<file path="src/rtl/uart_irq_pkg.sv">
package uart_irq_pkg;

    typedef enum logic [1:0] {
        SRC_MODEM  = 2'b00,
        SRC_THRE   = 2'b01,
        SRC_RXDATA = 2'b10,
        SRC_LINE   = 2'b11
    } irq_src_e;

    typedef struct packed {
        logic     active;
        irq_src_e src;
        logic     tmo;
    } irq_sel_t;

    localparam int IER_RX    = 0;
    localparam int IER_THRE  = 1;
    localparam int IER_LINE  = 2;
    localparam int IER_MODEM = 3;
    localparam int IER_W     = 4;

    localparam logic [7:0] IIR_IDLE = 8'h01;

    function automatic logic [7:0] pack_iir(irq_sel_t s, logic fifo);
        return {fifo, fifo, 2'b00, s.tmo, s.src, ~s.active};
    endfunction

endpackage

</file>
<file path="src/rtl/irq_src_track.sv">
module irq_src_track #(
    parameter int ERR_W   = 4,
    parameter int DELTA_W = 4
) (
    input  logic               clk,
    input  logic               rst,
    input  logic               fifo_en,
    input  logic [ERR_W-1:0]   lsr_err,
    input  logic               rx_timeout,
    input  logic               thr_empty,
    input  logic [DELTA_W-1:0] msr_delta,
    input  logic               rd_lsr,
    input  logic               rd_msr,
    input  logic               rd_rbr,
    input  logic               wr_thr,
    input  logic               thre_ack,
    output logic               line_pend,
    output logic               tmo_pend,
    output logic               thre_pend,
    output logic               modem_pend
);

    logic [ERR_W-1:0]   err_q;
    logic [DELTA_W-1:0] delta_q;
    logic               tmo_q;
    logic               te_q;
    logic               fifo_q;

    logic line_set, tmo_set, thre_set, modem_set;

    always_comb begin
        line_set  = |(lsr_err & ~err_q);
        modem_set = |(msr_delta & ~delta_q);
        tmo_set   = rx_timeout & ~tmo_q;
        thre_set  = thr_empty & (~te_q | (fifo_en ^ fifo_q));
    end

    always_ff @(posedge clk) begin
        if (rst) begin
            err_q      <= '0;
            delta_q    <= '0;
            tmo_q      <= 1'b0;
            te_q       <= 1'b0;
            fifo_q     <= 1'b0;
            line_pend  <= 1'b0;
            tmo_pend   <= 1'b0;
            thre_pend  <= 1'b0;
            modem_pend <= 1'b0;
        end else begin
            err_q      <= lsr_err;
            delta_q    <= msr_delta;
            tmo_q      <= rx_timeout;
            te_q       <= thr_empty;
            fifo_q     <= fifo_en;
            // a set event in the clearing cycle wins, so nothing is lost
            line_pend  <= line_set  | (line_pend  & ~rd_lsr);
            modem_pend <= modem_set | (modem_pend & ~rd_msr);
            tmo_pend   <= tmo_set   | (tmo_pend   & ~rd_rbr);
            thre_pend  <= thre_set  | (thre_pend  & ~(wr_thr | thre_ack));
        end
    end

endmodule

</file>
<file path="src/rtl/irq_prio_enc.sv">
module irq_prio_enc
    import uart_irq_pkg::*;
(
    input  logic [IER_W-1:0] ier_en,
    input  logic             fifo_en,
    input  logic             rx_avail,
    input  logic             line_pend,
    input  logic             tmo_pend,
    input  logic             thre_pend,
    input  logic             modem_pend,
    output irq_sel_t         sel
);

    logic req_line, req_rx, req_tmo, req_thre, req_modem;

    always_comb begin
        req_line  = line_pend  & ier_en[IER_LINE];
        req_rx    = rx_avail   & ier_en[IER_RX];
        req_tmo   = tmo_pend   & fifo_en & ier_en[IER_RX];
        req_thre  = thre_pend  & ier_en[IER_THRE];
        req_modem = modem_pend & ier_en[IER_MODEM];

        sel = '{active: 1'b0, src: SRC_MODEM, tmo: 1'b0};
        if (req_line) begin
            sel = '{active: 1'b1, src: SRC_LINE, tmo: 1'b0};
        end else if (req_rx) begin
            sel = '{active: 1'b1, src: SRC_RXDATA, tmo: 1'b0};
        end else if (req_tmo) begin
            sel = '{active: 1'b1, src: SRC_RXDATA, tmo: 1'b1};
        end else if (req_thre) begin
            sel = '{active: 1'b1, src: SRC_THRE, tmo: 1'b0};
        end else if (req_modem) begin
            sel = '{active: 1'b1, src: SRC_MODEM, tmo: 1'b0};
        end
    end

endmodule

</file>
<file path="src/rtl/uart_irq_ident.sv">
module uart_irq_ident
    import uart_irq_pkg::*;
#(
    parameter int ERR_W   = 4,
    parameter int DELTA_W = 4
) (
    input  logic               clk,
    input  logic               rst,
    input  logic [3:0]         ier_en,
    input  logic               fifo_en,
    input  logic [ERR_W-1:0]   lsr_err,
    input  logic               rx_avail,
    input  logic               rx_timeout,
    input  logic               thr_empty,
    input  logic [DELTA_W-1:0] msr_delta,
    input  logic               rd_iir,
    input  logic               rd_lsr,
    input  logic               rd_msr,
    input  logic               rd_rbr,
    input  logic               wr_thr,
    output logic [7:0]         iir,
    output logic               irq
);

    logic     line_pend, tmo_pend, thre_pend, modem_pend;
    logic     thre_ack;
    irq_sel_t sel;
    logic [7:0] iir_q;
    logic       irq_q;

    // the value on the port is the one the host is reading this cycle
    assign thre_ack = rd_iir & ~iir_q[0] & (iir_q[2:1] == SRC_THRE);

    irq_src_track #(.ERR_W(ERR_W), .DELTA_W(DELTA_W)) u_track (
        .clk        (clk),
        .rst        (rst),
        .fifo_en    (fifo_en),
        .lsr_err    (lsr_err),
        .rx_timeout (rx_timeout),
        .thr_empty  (thr_empty),
        .msr_delta  (msr_delta),
        .rd_lsr     (rd_lsr),
        .rd_msr     (rd_msr),
        .rd_rbr     (rd_rbr),
        .wr_thr     (wr_thr),
        .thre_ack   (thre_ack),
        .line_pend  (line_pend),
        .tmo_pend   (tmo_pend),
        .thre_pend  (thre_pend),
        .modem_pend (modem_pend)
    );

    irq_prio_enc u_prio (
        .ier_en     (ier_en),
        .fifo_en    (fifo_en),
        .rx_avail   (rx_avail),
        .line_pend  (line_pend),
        .tmo_pend   (tmo_pend),
        .thre_pend  (thre_pend),
        .modem_pend (modem_pend),
        .sel        (sel)
    );

    always_ff @(posedge clk) begin
        if (rst) begin
            iir_q <= IIR_IDLE;
            irq_q <= 1'b0;
        end else begin
            iir_q <= pack_iir(sel, fifo_en);
            irq_q <= sel.active;
        end
    end

    assign iir = iir_q;
    assign irq = irq_q;

endmodule

</file>
<file path="config.mk">
export PLATFORM = sky130hd
export DESIGN_NAME = uart_irq_ident
export DESIGN_NICKNAME = d
export VERILOG_FILES = /design/src/rtl/uart_irq_pkg.sv /design/src/rtl/irq_src_track.sv /design/src/rtl/irq_prio_enc.sv /design/src/rtl/uart_irq_ident.sv
export SDC_FILE = /design/constraint.sdc
export NUM_CORES = 1
export LEC_CHECK = 0
export BUFFER_PORTS_ARGS = -buffer_cell sky130_fd_sc_hd__buf_2
export CORE_UTILIZATION = 44
export DETAILED_ROUTE_END_ITERATION = 6
export PLACE_DENSITY_LB_ADDON = 0.2
export RECOVER_POWER = 50
export SYNTH_ARGS = -nofsm -noshare
export SYNTH_HDL_FRONTEND = slang
export SYNTH_SLANG_ARGS = --single-unit
</file>
<file path="constraint.sdc">
create_clock -name clk -period 1.45 [get_ports clk]
set_clock_uncertainty 0.2 [all_clocks]
set_input_delay 0.0725 -clock clk [delete_from_list [all_inputs] [get_ports clk]]
set_output_delay 0.0725 -clock clk [all_outputs]
set_load 0.02 [all_outputs]
</file>
==> summary.txt <==
Post-Syn Area per Cell - 9.92 um2
DRC violations left - 0
Core ar. - 1520 um2
Largest net degree at the start of global routing - 14
I/O pin total - 32
Failing checks - negative hold slack
Asr flop ratio synth - 0%
Die height - 42.6 um
Clock sinks - 20
Placed Instances - 113
CTS H-tree lvls - 1
CTS Buffer Depth - 2
Register area - 400 um2
DRT antenna net count - 0
Largest family of logic cells by synthesized area - simple AND/OR/NAND/NOR gates
PortBufs - 29
Fillcell total - 104
Yosys reg bits - 20
Compound-cell area share of the yosys netlist - 13.0%
Simple-gate share of the synthesized area - 21.4%
TritonCTS clock tree - yes
Hold Path Class - primary input to flop
Area delta synth->final - 67.4%
Layout cell share with drive strength beyond 1 - 20.5%
Hpwl dp - 928 um
Adder-cell share of the synthesized area - 0%
# diodes - 0
Dpl cell area - 853 um2
LEAKAGE - 0.544 nW
Final WL - 1.85 mm
Fin cells - 148
Mapped cell area - 724 um2
Worst-path maximum fanout - 2
Final min period - 1.43 ns
Row cnt - 14
Crit path launch type - primary input
Maxcap violations - 0
Root Driver - clkbuf_4
Number of flops mapped to enable cells by yosys - 0
Distinct cells, synth - 20
Via count - 705
Hold WS - -0.144 ns
Fmax - 0.702 GHz
Worst-Skew Late Latency - 0.30 ns
Wire length per cell after detailed routing - 12.5 um
Synth Flop Type - dfxtp_1
Die width - 42.6 um
Worst-path clk slew - 0.12 ns
Post-Route Setup TNS - 0 ns
RSZ-0062 raised after global routing - no
Maximum vdd drop - 0.000659 V
Pwr/cell area - 1030 nW/um2
First-pass GRT wire length - 3.07 mm
Area occupied by multi-input gates - 265 um2
Drt pass-1 iters - 4
CP Class - primary input to flop
Vias/cell - 4.76
Critical path required time - 1.46 ns
Die Footprint - 1810 um2
Number of global-route vias before repair - 742
Critical Path AT - 1.43 ns
Gr usage total - 23.3%
Final Cell Area - 1210 um2
Initial antenna violation count - 0
Yosys warns - 0
CP Capture Type - flop
Max Slew Vio Count - 0
Multiplexer area fraction after synthesis - 0%
Syn Inst Count - 73
Nets - 156
Setup violators final - 0
Hold Fails Final Rpt - 1
Cts bufs inserted - 3
Grt ovf - 0
Sequential share of the synthesized area - 55.3%
Outcome - complete, but fails checks
Routability cong. - 0.712
Starting density of the core - 47.5%
Part of the cycle the worst path needs - 98.3%
Number of DRC markers in iteration 0 - 11
Post-synthesis xor/xnor area fraction - 1.21%
## registers in the layout (all words and copies together), names as in the netlist
register and flops:
u_track.delta_q 4, u_track.te_q 1, u_track.tmo_pend 1, u_track.err_q 4, u_track.tmo_q 1, u_track.line_pend 1, iir 5, irq 1
u_track.thre_pend 1, u_track.modem_pend 1
## synth_stat cells, types with 2 or more instances
library cell   n  area [um2]
dfxtp_1       20         400
nor2b_1       10        62.6
inv_1          6        22.5
nand2_1        6        22.5
nand2b_1       6        37.5
buf_4          4        30.0
a31oi_1        3        18.8
a21o_1         2        15.0
a21oi_1        2        10.0
a222oi_1       2        20.0
buf_2          2        10.0
nor2_1         2        7.51
## layout by cell type (no fill, tap or decap), types with 2 or more instances in the layout
cell type / instances
dlygate4sd3_1: 32
nor2b_1: 10
nor2_1: 2
a21o_1: 2
clkbuf_4: 3
clkbuf_1: 7
nand2b_1: 6
conb_1: 2
a222oi_1: 2
dfxtp_1: 20
inv_1: 6
nand2_1: 6
buf_2: 21
a31oi_1: 3
a21oi_1: 2
## logic make-up after synthesis
family                    Yosys count
AOI/OAI and AO/OA                  12
other                               1
DFF                                20
buffers and inverters              12
and+or+nand+nor                    27
xor gates and xnor gates            1
## layer usage
layer	global-route usage, %	vias to the layer above	routed length [um]
met4	11.3	0	44
met2	44.9	27	971
li1	-	353	-
met5	0	-	0
met1	23.8	319	748
met3	3.45	6	87
## worst paths after layout
check,from,end,slack [ns],cells past startpoint
setup / recovery,msr_delta[1],u_track.delta_q[1],0.02,4
hold / removal,ier_en[2],iir[3],-0.14,4
setup reg to reg,u_track.line_pend,iir[1],0.09,3
hold reg to reg,u_track.tmo_pend,iir[3],0.27,2
## what timing repair did
| action | 4_1_cts | 5_1_grt |
|---|---|---|
| endpoints found under the hold margin | 20 | 4 |
| resized for setup | 0 | 0 |
| endpoints found under the setup margin | 0 | 5 |
| hold buffers | 35 | 1 |
| buffers inserted | 0 | 0 |
## metrics by stage
| stage | utilization, % | setup slack (ns) | power [mW] |
|---|---|---|---|
| 2_1_floorplan | - | 0.347 | 0.691 |
| 3_3_place_gp | 56.0 | 0.344 | 0.734 |
| 3_5_place_dp | 56.0 | 0.333 | 0.737 |
| 4_1_cts | 82.4 | 0.0348 | 1.26 |
| 5_1_grt | 79.6 | 0.0234 | 1.29 |
| 6_report | 79.6 | 0.0248 | 1.25 |
## final cells by class
| type | count | share of cell area [%] |
|---|---|---|
| clock buffer | 3 | 1.86 |
| multi-input combinational | 42 | 21.9 |
| sequential | 20 | 33.0 |
| clock inverter | 1 | 2.48 |
| timing repair buffer | 60 | 37.3 |
| inverter | 6 | 1.86 |
| tap | 16 | 1.65 |
## where the power goes
part,internal (mW),switching [mW]
combinational,0.114,0.0835
sequential,0.583,0.0135
clock,0.280,0.173
## critical path, stage by stage
cell and delay [ns]:
dlygate4sd3_1 0.55, buf_2 0.13, nor2b_1 0.12, dlygate4sd3_1 0.56
Power figures use the tool's default switching activity.
